## src/rtl/trace_id_pkg.sv

```systemverilog
package trace_id_pkg;

  typedef enum logic [1:0] {
    CTL_NONE   = 2'd0,
    CTL_JUMP   = 2'd1,
    CTL_BRANCH = 2'd2,
    CTL_RETURN = 2'd3
  } ctl_kind_e;

  // Priority: return over branch over jump.
  function automatic ctl_kind_e classify_ctl(input logic is_br, input logic is_jmp,
                                             input logic is_ret);
    ctl_kind_e k;
    if (is_ret)      k = CTL_RETURN;
    else if (is_br)  k = CTL_BRANCH;
    else if (is_jmp) k = CTL_JUMP;
    else             k = CTL_NONE;
    return k;
  endfunction

  function automatic logic ends_block(input ctl_kind_e k);
    return k != CTL_NONE;
  endfunction

endpackage

```

## src/rtl/start_table.sv

```systemverilog
module start_table #(
  parameter int PC_W  = 32,
  parameter int DEPTH = 16,
  parameter int IDX_W = $clog2(DEPTH)
) (
  input  logic             clk,
  input  logic             rst_n,
  input  logic             wr_en,
  input  logic [IDX_W-1:0] wr_idx,
  input  logic [PC_W-1:0]  wr_addr,
  input  logic             wr_valid,
  input  logic [PC_W-1:0]  look_pc,
  output logic             hit
);

  logic [DEPTH-1:0] match;

  for (genvar i = 0; i < DEPTH; i++) begin : g_entry
    logic [PC_W-1:0] addr_q;
    logic            vld_q;
    logic            sel;

    assign sel = wr_en && (wr_idx == IDX_W'(i));

    always_ff @(posedge clk) begin
      if (!rst_n)   vld_q <= 1'b0;
      else if (sel) vld_q <= wr_valid;
    end

    always_ff @(posedge clk) begin
      if (sel) addr_q <= wr_addr;
    end

    assign match[i] = vld_q && (addr_q == look_pc);
  end

  assign hit = |match;

endmodule

```

## src/rtl/trace_builder.sv

```systemverilog
module trace_builder
  import trace_id_pkg::*;
#(
  parameter int PC_W    = 32,
  parameter int MAX_BLK = 4,
  parameter int CNT_W   = $clog2(MAX_BLK + 1),
  parameter int ID_W    = PC_W + MAX_BLK + CNT_W
) (
  input  logic            clk,
  input  logic            rst_n,
  input  logic            fetch_vld,
  input  logic [PC_W-1:0] fetch_pc,
  input  logic            fetch_bb_start,
  input  ctl_kind_e       ctl,
  input  logic            taken,
  input  logic            tbl_hit,
  output logic            trace_open,
  output logic            start_hit,
  output logic            evt_preempt,
  output logic            evt_close,
  output logic [ID_W-1:0] preempt_id,
  output logic [ID_W-1:0] close_id
);

  localparam logic [CNT_W-1:0] BLK_LIM = CNT_W'(MAX_BLK);

  logic               open_q;
  logic [PC_W-1:0]    start_q;
  logic [MAX_BLK-1:0] bits_q;
  logic [CNT_W-1:0]   cnt_q;
  logic [CNT_W-1:0]   blk_q;

  logic               proc_act;
  logic [PC_W-1:0]    base_start;
  logic [MAX_BLK-1:0] base_bits, p_bits;
  logic [CNT_W-1:0]   base_cnt, p_cnt;
  logic [CNT_W-1:0]   base_blk, p_blk;

  function automatic logic [MAX_BLK-1:0] put_outcome(input logic [MAX_BLK-1:0] bits,
                                                     input logic [CNT_W-1:0] pos,
                                                     input logic tk);
    logic [MAX_BLK-1:0] r;
    r = bits;
    for (int i = 0; i < MAX_BLK; i++) begin
      if (CNT_W'(i) == pos) r[i] = tk;
    end
    return r;
  endfunction

  always_comb begin
    start_hit   = fetch_vld && fetch_bb_start && tbl_hit;
    evt_preempt = open_q && start_hit;
    proc_act    = start_hit || (open_q && fetch_vld);

    if (start_hit) begin
      base_start = fetch_pc;
      base_bits  = '0;
      base_cnt   = '0;
      base_blk   = '0;
    end else begin
      base_start = start_q;
      base_bits  = bits_q;
      base_cnt   = cnt_q;
      base_blk   = blk_q;
    end

    p_bits = base_bits;
    p_cnt  = base_cnt;
    if (ctl == CTL_BRANCH) begin
      p_bits = put_outcome(base_bits, base_cnt, taken);
      p_cnt  = base_cnt + CNT_W'(1);
    end
    p_blk = ends_block(ctl) ? base_blk + CNT_W'(1) : base_blk;

    evt_close = proc_act &&
                ((ctl == CTL_RETURN) || (ends_block(ctl) && (p_blk == BLK_LIM)));
  end

  always_ff @(posedge clk) begin
    if (!rst_n || (proc_act && evt_close)) begin
      open_q  <= 1'b0;
      start_q <= '0;
      bits_q  <= '0;
      cnt_q   <= '0;
      blk_q   <= '0;
    end else if (proc_act) begin
      open_q  <= 1'b1;
      start_q <= base_start;
      bits_q  <= p_bits;
      cnt_q   <= p_cnt;
      blk_q   <= p_blk;
    end
  end

  assign trace_open = open_q;
  assign preempt_id = {start_q, bits_q, cnt_q};
  assign close_id   = {base_start, p_bits, p_cnt};

endmodule

```

## src/rtl/done_queue.sv

```systemverilog
module done_queue #(
  parameter int ID_W = 39
) (
  input  logic            clk,
  input  logic            rst_n,
  input  logic            a_vld,
  input  logic [ID_W-1:0] a_id,
  input  logic            b_vld,
  input  logic [ID_W-1:0] b_id,
  output logic            done,
  output logic [ID_W-1:0] id,
  output logic            hold_vld
);

  logic            done_q, hold_q;
  logic [ID_W-1:0] id_q, hold_id_q;
  logic            first_vld, second_vld;
  logic [ID_W-1:0] first_id, second_id;

  // Order of service: held entry, then older-trace close, then new close.
  always_comb begin
    if (hold_q) begin
      first_vld  = 1'b1;
      first_id   = hold_id_q;
      second_vld = a_vld || b_vld;
      second_id  = a_vld ? a_id : b_id;
    end else begin
      first_vld  = a_vld || b_vld;
      first_id   = a_vld ? a_id : b_id;
      second_vld = a_vld && b_vld;
      second_id  = b_id;
    end
  end

  always_ff @(posedge clk) begin
    if (!rst_n) begin
      done_q    <= 1'b0;
      id_q      <= '0;
      hold_q    <= 1'b0;
      hold_id_q <= '0;
    end else begin
      done_q <= first_vld;
      if (first_vld) id_q <= first_id;
      hold_q <= second_vld;
      if (second_vld) hold_id_q <= second_id;
    end
  end

  assign done     = done_q;
  assign id       = id_q;
  assign hold_vld = hold_q;

endmodule

```

## src/rtl/trace_id_unit.sv

```systemverilog
module trace_id_unit
  import trace_id_pkg::*;
#(
  parameter int PC_W    = 32,
  parameter int DEPTH   = 16,
  parameter int MAX_BLK = 4,
  parameter int IDX_W   = $clog2(DEPTH),
  parameter int CNT_W   = $clog2(MAX_BLK + 1)
) (
  input  logic               clk,
  input  logic               rst_n,
  input  logic               tbl_wr_en,
  input  logic [IDX_W-1:0]   tbl_wr_idx,
  input  logic [PC_W-1:0]    tbl_wr_addr,
  input  logic               tbl_wr_valid,
  input  logic               fetch_vld,
  input  logic [PC_W-1:0]    fetch_pc,
  input  logic               fetch_bb_start,
  input  logic               fetch_is_branch,
  input  logic               fetch_is_jump,
  input  logic               fetch_is_ret,
  input  logic               fetch_br_taken,
  output logic               trace_done,
  output logic [PC_W-1:0]    trace_start_pc,
  output logic [MAX_BLK-1:0] trace_outcomes,
  output logic [CNT_W-1:0]   trace_outcome_cnt
);

  localparam int ID_W = PC_W + MAX_BLK + CNT_W;

  ctl_kind_e       ctl_kind;
  logic            tbl_hit;
  logic            bld_open, bld_start_hit, bld_preempt, bld_close;
  logic [ID_W-1:0] preempt_id, close_id, out_id;
  logic            q_hold_vld;

  assign ctl_kind = classify_ctl(fetch_is_branch, fetch_is_jump, fetch_is_ret);

  start_table #(.PC_W(PC_W), .DEPTH(DEPTH), .IDX_W(IDX_W)) u_table (
    .clk(clk), .rst_n(rst_n),
    .wr_en(tbl_wr_en), .wr_idx(tbl_wr_idx), .wr_addr(tbl_wr_addr),
    .wr_valid(tbl_wr_valid), .look_pc(fetch_pc), .hit(tbl_hit)
  );

  trace_builder #(.PC_W(PC_W), .MAX_BLK(MAX_BLK), .CNT_W(CNT_W), .ID_W(ID_W)) u_build (
    .clk(clk), .rst_n(rst_n),
    .fetch_vld(fetch_vld), .fetch_pc(fetch_pc), .fetch_bb_start(fetch_bb_start),
    .ctl(ctl_kind), .taken(fetch_br_taken), .tbl_hit(tbl_hit),
    .trace_open(bld_open), .start_hit(bld_start_hit),
    .evt_preempt(bld_preempt), .evt_close(bld_close),
    .preempt_id(preempt_id), .close_id(close_id)
  );

  done_queue #(.ID_W(ID_W)) u_queue (
    .clk(clk), .rst_n(rst_n),
    .a_vld(bld_preempt), .a_id(preempt_id),
    .b_vld(bld_close), .b_id(close_id),
    .done(trace_done), .id(out_id), .hold_vld(q_hold_vld)
  );

  assign trace_start_pc    = out_id[ID_W-1 -: PC_W];
  assign trace_outcomes    = out_id[CNT_W +: MAX_BLK];
  assign trace_outcome_cnt = out_id[CNT_W-1:0];

endmodule

```

## config.mk

```make
export PLATFORM = sky130hd
export DESIGN_NAME = trace_id_unit
export DESIGN_NICKNAME = d
export VERILOG_FILES = /design/src/rtl/trace_id_pkg.sv /design/src/rtl/start_table.sv /design/src/rtl/trace_builder.sv /design/src/rtl/done_queue.sv /design/src/rtl/trace_id_unit.sv
export SDC_FILE = /design/constraint.sdc
export NUM_CORES = 1
export LEC_CHECK = 0
export BUFFER_PORTS_ARGS = -buffer_cell sky130_fd_sc_hd__buf_2
export CAP_MARGIN = 15
export CORE_ASPECT_RATIO = 1.25
export CORE_UTILIZATION = 30
export CTS_BUF_LIST = sky130_fd_sc_hd__clkbuf_8
export CTS_CLUSTER_DIAMETER = 50
export CTS_CLUSTER_SIZE = 20
export DETAILED_ROUTE_END_ITERATION = 8
export PLACE_DENSITY = 0.56
export SLEW_MARGIN = 20
export SYNTH_ARGS = -nofsm -noshare
export SYNTH_HDL_FRONTEND = slang
export SYNTH_SLANG_ARGS = --single-unit
```

## constraint.sdc

```tcl
create_clock -name clk -period 6.26 [get_ports clk]
set_input_delay 1.252 -clock clk [delete_from_list [all_inputs] [get_ports clk]]
set_output_delay 1.252 -clock clk [all_outputs]
set_load 0.05 [all_outputs]
```

==> impl_metrics.tcl, run 1 <==
set metrics [dict create \
    timing.setup.tns_ns 0 \
    finalNetCount 2509 \
    syn_area_mm2 0.0292 \
    grt_remaining_overflow 0 \
    synth.distinct_cells 60 \
    min_from "u_queue.id[5]" \
    io_buffers 117 \
    hold_class "flip-flop to flip-flop" \
    synth_top_cell_by_area "edfxtp_1" \
    rows 127 \
    skew_ns 0.0572 \
    drive_gt1_frac 0.156 \
    wl_met2_um 47100 \
    fin_util 0.348 \
    wl_per_cell_um 27.5 \
    r2r_slack_ns 1.83 \
    seq_area_frac_synth 0.621 \
    syn_nets 2334 \
    crit_arrival_ns 5.75 \
    clk_pin_slew_worst_paths_ns 0.10 \
    rsz0062_at_grt "no" \
    mostFrequentLayoutCell "edfxtp_1" \
    pin_count 118 \
    start_util 0.304 \
    synth_async_sr_flop_share 0 \
    relSlewSlack 0.321 \
    layout_common_cells "edfxtp_1 (512), xnor2_1 (287), xor2_1 (223), dfxtp_1 (138), nand4_1 (127)" \
    drc 0 \
    drtPass1Iterations 5 \
    period_needed_ns 5.14 \
    ys_warn_count 0 \
    avgSynthCellArea_um2 13.0 \
    dr.first_iter.drc_count 2448 \
    netlist.area_leader.share 0.526 \
    fillers 9467 \
    die_w_um 281 \
    synth_seq_cells 651 \
    irDropWorstVdd_v 0.000208 \
    cts_buffer_depth 3 \
    postCtsHoldBufs 0 \
    antenna_found_initial 13 \
    reg2reg_from "u_table.g_entry[12].addr_q[30]" \
    core_mm2 0.0963 \
    clkLatencyLatePin_ns 0.72 \
    power_density_mw_per_mm2 264 \
    num_vias 20300 \
    worst_slew_pin_slew_ns 1.02 \
    cap_violations 0 \
    crit_type "input pin to flip-flop" \
    grt_pass1_vias 19800 \
    numCtsBuffers 74 \
    fin_crit_sh 0.821 \
    grt_max_degree 84 \
    grtUsageTotal 0.208 \
    hold_depth 2 \
    gp_congestion 0.932 \
    cts_sinks 651 \
    hpwl_um 66400 \
    finalHoldViolations 0 \
    viasPerCell 5.38 \
    slew_viol_final 0 \
    setup_viol 0 \
    postCtsSetupBuffers 0 \
    route.layer.met1.wl_um 43100 \
    synthCells 2250 \
    r2r_end "u_queue.id[31]" \
    crit_path_start_kind "input pin" \
    clock-root-buffer "clkbuf_8" \
    cts_resized 0 \
    synth.area.top_cells "edfxtp_1 (53%), dfxtp_1 (9.5%), xnor2_1 (8.6%), xor2_1 (6.7%), mux2i_1 (3.3%)" \
    wirelength_um 104000 \
    hold_end "u_queue.id[5]" \
    dr_wl_met3_um 9290 \
    cts.htree.levels 3 \
    timing.fmax_mhz 195 \
    critPathCaptureType "flip-flop" \
    worst_hold_slack_ns 0.480 \
    cts_tree "done" \
    p_leak_nw 11.0 \
    grt_pass1_wl_um 145000 \
    routed.top_layer "met5" \
    antenna_left 0 \
    status "finished clean" \
    crit_required_ns 6.87 \
    reg2reg_depth 18 \
    fp.dieH_um 351 \
    synth_edf_count 512 \
    crit_fanout 12 \
    die_area_mm2 0.0988 \
    synth-main-ff-cell "edfxtp_1" \
    areaGrowthSynthToFinish_pct 14.4 \
]
[layout make-up]
type | count | area [um^2] | share of cell area
Timing Repair Buffer | 224 | 1550 | 0.0464
Tap cell | 1290 | 1610 | 0.0482
Clock buffer | 77 | 1060 | 0.0317
Sequential cell | 651 | 18200 | 0.543
Antenna cell | 5 | 12.5 | 0.000374
Multi-Input combinational cell | 1455 | 10400 | 0.310
Inverter | 19 | 71.3 | 0.00213
Clock inverter | 56 | 618 | 0.0185
[power by group]
group	leakage, nW	switching, W	internal, W
sequential	5.74	0.0000278	0.00472
clock	0.846	0.00178	0.00153
combinational	4.40	0.000561	0.000212
[registers in the layout (all words and copies together), names as in the netlist]
register,count
u_table.g_entry.addr_q,512
u_build.start_q,32
u_build.blk_q,3
u_queue.id,39
u_build.bits_q,4
u_table.g_entry.vld_q,16
u_queue.hold_id_q,39
u_build.trace_open,1
u_queue.hold_vld,1
u_queue.done,1
u_build.cnt_q,3
[critical path, cell delays in order]
cell     delay [ns]
buf_2          0.49
buf_4          0.29
xnor2_1        0.21
nand4_1        0.15
nor4b_1        0.39
nand4_1        0.36
nand4_1        0.31
o41ai_4        0.15
and2_1         0.19
ha_1           0.31
nor4b_1        0.35
buf_4          0.18
nor2_1         0.03
nor2_1         0.16
nor2_1         0.10
o21ai_4        0.11
buf_4          0.13
and2_1         0.19
buf_4          0.21
a22o_1         0.15
[synth_stat cells, drive strengths merged (2+ instances only)]
cell type  instances
and2               4
nor2              75
nor3              28
dfxtp            139
o211ai             2
ha                 6
nand4b            15
nand3b             3
nand4            127
a211oi             2
nor2b              7
or3                3
a32oi              4
a221oi             3
o22ai              7
a21o               2
o21a               2
or3b               2
nor4             115
o21ai             93
xnor2            287
and3               8
edfxtp           512
a22oi              4
xor2             223
nand3             45
or2                8
a22o              32
nor4b             15
or4               13
a21oi             67
nand2            115
inv               19
nor3b              8
o221ai             2
buf               96
clkbuf            29
a31oi              5
nand2b            16
mux2i             95
[cells by family (layout without fill, tap and decap cells)]
family,count (synthesis),count (layout),synth area share
other,0,5,0
AND/OR/NAND/NOR,610,610,0.115
adder cells (fa/ha/maj),6,6,0.00257
flip-flops,651,651,0.621
XOR/XNOR,510,510,0.153
multiplexers,96,96,0.0329
AO/OA/AOI/OAI,233,233,0.0494
buffers and inverters,144,376,0.0264
[how the worst max path moves through the flow]
stage                            end         start  depth (start not counted)  slack (ns)
2_1_floorplan         u_queue.id[10]  fetch_pc[19]                         19        1.46
3_3_place_gp   u_queue.hold_id_q[11]  fetch_pc[27]                         19        0.56
3_5_place_dp          u_queue.id[31]  fetch_pc[24]                         20        0.52
4_1_cts               u_queue.id[31]  fetch_pc[24]                         20        1.23
5_1_grt        u_queue.hold_id_q[17]   fetch_pc[1]                         20        0.94
6_report              u_queue.id[31]  fetch_pc[24]                         20        1.12
[metal layers]
metal / vias up / GRT usage
li1: 8691 / -
met1: 10200 / 0.284
met2: 1166 / 0.327
met3: 242 / 0.0327
met4: 2 / 0.0878
met5: - / 0
[through the flow]
step	instances	instance area (um^2)	setup slack [ns]	total power, W
floorplan	2250	29200	1.46	0.00522
global placement	3639	31800	0.564	0.00560
detailed placement	3639	31800	0.516	0.00561
CTS	3772	33500	1.23	0.00886
global route	3774	33500	0.943	0.00905
finish	3777	33500	1.12	0.00883
(Power assumes the default switching activity.)
==> run 2: changes to the inputs <==
Settings changed: PLACE_DENSITY 0.56 to 0.57.
Clock period 6.26 ns to 4.6 ns, I/O delays scaled along.
==> run 2 against run 1 <==
  * Global-route usage rose by 0.29 points
  * Setup slack worse by 1.0 ns
  * Register-to-register slack got worse by 1.6 ns
  * Cell count increased by 10%
  * Hold slack lost 0.011 ns
  * Total power increased by 43%
  * Critical path type unchanged
  * Via count up 5.0%
==> impl_metrics.tcl, run 2 (synthesized netlist as in run 1, its figures left out) <==
set metrics [dict create \
    relSlewSlack 0.207 \
    status "finished clean" \
    r2r_slack_ns 0.27 \
    hpwl_um 70500 \
    cp-startpoint "fetch_pc[15]" \
    hold_class "flip-flop to flip-flop" \
    final_cell_area_mm2 0.0370 \
    cts_sinks 651 \
    regMostFlops "u_table.g_entry.addr_q" \
    drc 0 \
    place_area_mm2 0.0351 \
    viasPerCell 5.13 \
    fp.dieH_um 351 \
    finalHoldViolations 0 \
    wl_met2_um 49700 \
    slew_viol_final 0 \
    postCtsHoldBufs 0 \
    gp_congestion 0.916 \
    start_util 0.304 \
    critPathCaptureType "flip-flop" \
    fin_util 0.385 \
    cap_violations 0 \
    finalNetCount 2886 \
    wl_per_cell_um 25.3 \
    drive_gt1_frac 0.271 \
    timing.fmax_mhz 223 \
    cts.htree.levels 3 \
    die_w_um 281 \
    crit_required_ns 5.25 \
    routed.top_layer "met5" \
    grtUsageTotal 0.211 \
    power_density_mw_per_mm2 340 \
    r2r_end "u_queue.id[25]" \
    io_buffers 117 \
    route.layer.met1.wl_um 43300 \
    clk_pin_slew_worst_paths_ns 0.10 \
    clock-root-buffer "clkbuf_8" \
    rsz0062_at_grt "yes" \
    core_mm2 0.0963 \
    layout_common_cells "edfxtp_1 (512), buf_4 (420), xnor2_1 (287), xor2_1 (223), dfxtp_1 (138)" \
    period_needed_ns 4.48 \
    antenna_found_initial 11 \
    grt_max_degree 55 \
    reg2reg_from "u_table.g_entry[3].addr_q[16]" \
    finalNonFillerCells 4160 \
    dr.first_iter.drc_count 2179 \
    cts_buffer_depth 3 \
    crit_arrival_ns 5.12 \
    skew_ns 0.0581 \
    antenna_left 0 \
    crit_type "input pin to flip-flop" \
    largest_reg_flops 512 \
    setup_viol 0 \
    drtPass1Iterations 5 \
    reg2reg_depth 16 \
    numCtsBuffers 77 \
    worst_slew_pin_slew_ns 1.18 \
    rows 127 \
    areaGrowthSynthToFinish_pct 26.6 \
    clkLatencyLatePin_ns 0.72 \
    mostFrequentLayoutCell "edfxtp_1" \
    dr_wl_met3_um 7840 \
    grt_pass1_wl_um 148000 \
    critPathCapture "u_queue.id[25]" \
    num_vias 21300 \
    wirelength_um 105000 \
    pin_count 118 \
    die_area_mm2 0.0988 \
    p_leak_nw 13.1 \
    grt_remaining_overflow 0 \
    fillers 9268 \
    crit_fanout 16 \
    grt_pass1_vias 21300 \
    cts_tree "done" \
    crit_path_start_kind "input pin" \
    fin_crit_sh 0.974 \
    irDropWorstVdd_v 0.000243 \
    dp.cells 4011 \
]
run 2: how the worst min path moves through the flow:
stage / startpoint / endpoint / cells after the start
6_report: u_queue.id[1] / u_queue.id[1] / 2
5_1_grt: u_build.bits_q[0] / u_build.bits_q[0] / 2
4_1_cts: u_queue.id[1] / u_queue.id[1] / 2
3_5_place_dp: u_queue.id[1] / u_queue.id[1] / 2
3_3_place_gp: u_queue.id[3] / u_queue.id[3] / 2
2_1_floorplan: u_queue.hold_id_q[6] / u_queue.id[6] / 2
run 2: metal layers:
layer  vias to the layer above  track usage
met3                       230       0.0375
met2                       953        0.348
met5                         -            0
li1                       9453            -
met4                         2       0.0863
met1                     10700        0.273
run 2: cell type report:
| class | instances | area, um^2 | area share |
|---|---|---|---|
| diodes | 4 | 10.0 | 0.000270 |
| clock buffers | 82 | 1130 | 0.0305 |
| clock inverters | 61 | 697 | 0.0188 |
| inverters | 19 | 71.3 | 0.00193 |
| multi-input cells | 1456 | 10400 | 0.282 |
| flip-flops and latches | 651 | 18200 | 0.490 |
| well taps | 1290 | 1610 | 0.0436 |
| repair buffers | 597 | 4920 | 0.133 |
run 2: critical path: stages:
cell and delay, ns:
clkbuf_4 0.25, xor2_1 0.24, nor4_1 0.36, nand4_1 0.15, or4_1 0.65, nand4_1 0.26
o41ai_4 0.15, and2_1 0.21, ha_1 0.23, xnor2_1 0.24, nor4b_4 0.08, nor2_1 0.11
nor2_1 0.06, nor2_1 0.20, o21ai_4 0.14, nor2_2 0.60, a22o_1 0.25
run 2: power by group:
| group | internal (W) | switching [W] | leakage (nW) |
|---|---|---|---|
| sequential | 0.00643 | 0.0000377 | 5.74 |
| clock | 0.00218 | 0.00257 | 0.911 |
| combinational | 0.000560 | 0.000818 | 6.41 |
| total | 0.00917 | 0.00343 | 13.1 |
run 2: timing repair:
action                     in CTS  in global routing
setup buffers                   0                  1
gates resized for setup         0                 10
setup endpoints to repair       0                 49
run 2: through the flow:
stage / setup WS [ns] / hold WS (ns) / power (W) / TNS [ns]
after CTS: 0.0639 / 0.471 / 0.0126 / 0
after floorplan: 0.131 / 0.448 / 0.00711 / 0
after global routing: 0.0109 / 0.502 / 0.0129 / 0
final: 0.121 / 0.468 / 0.0126 / 0
after detailed placement: -0.679 / 0.457 / 0.00796 / -47.85
after global placement: -0.877 / 0.456 / 0.00795 / -62.33
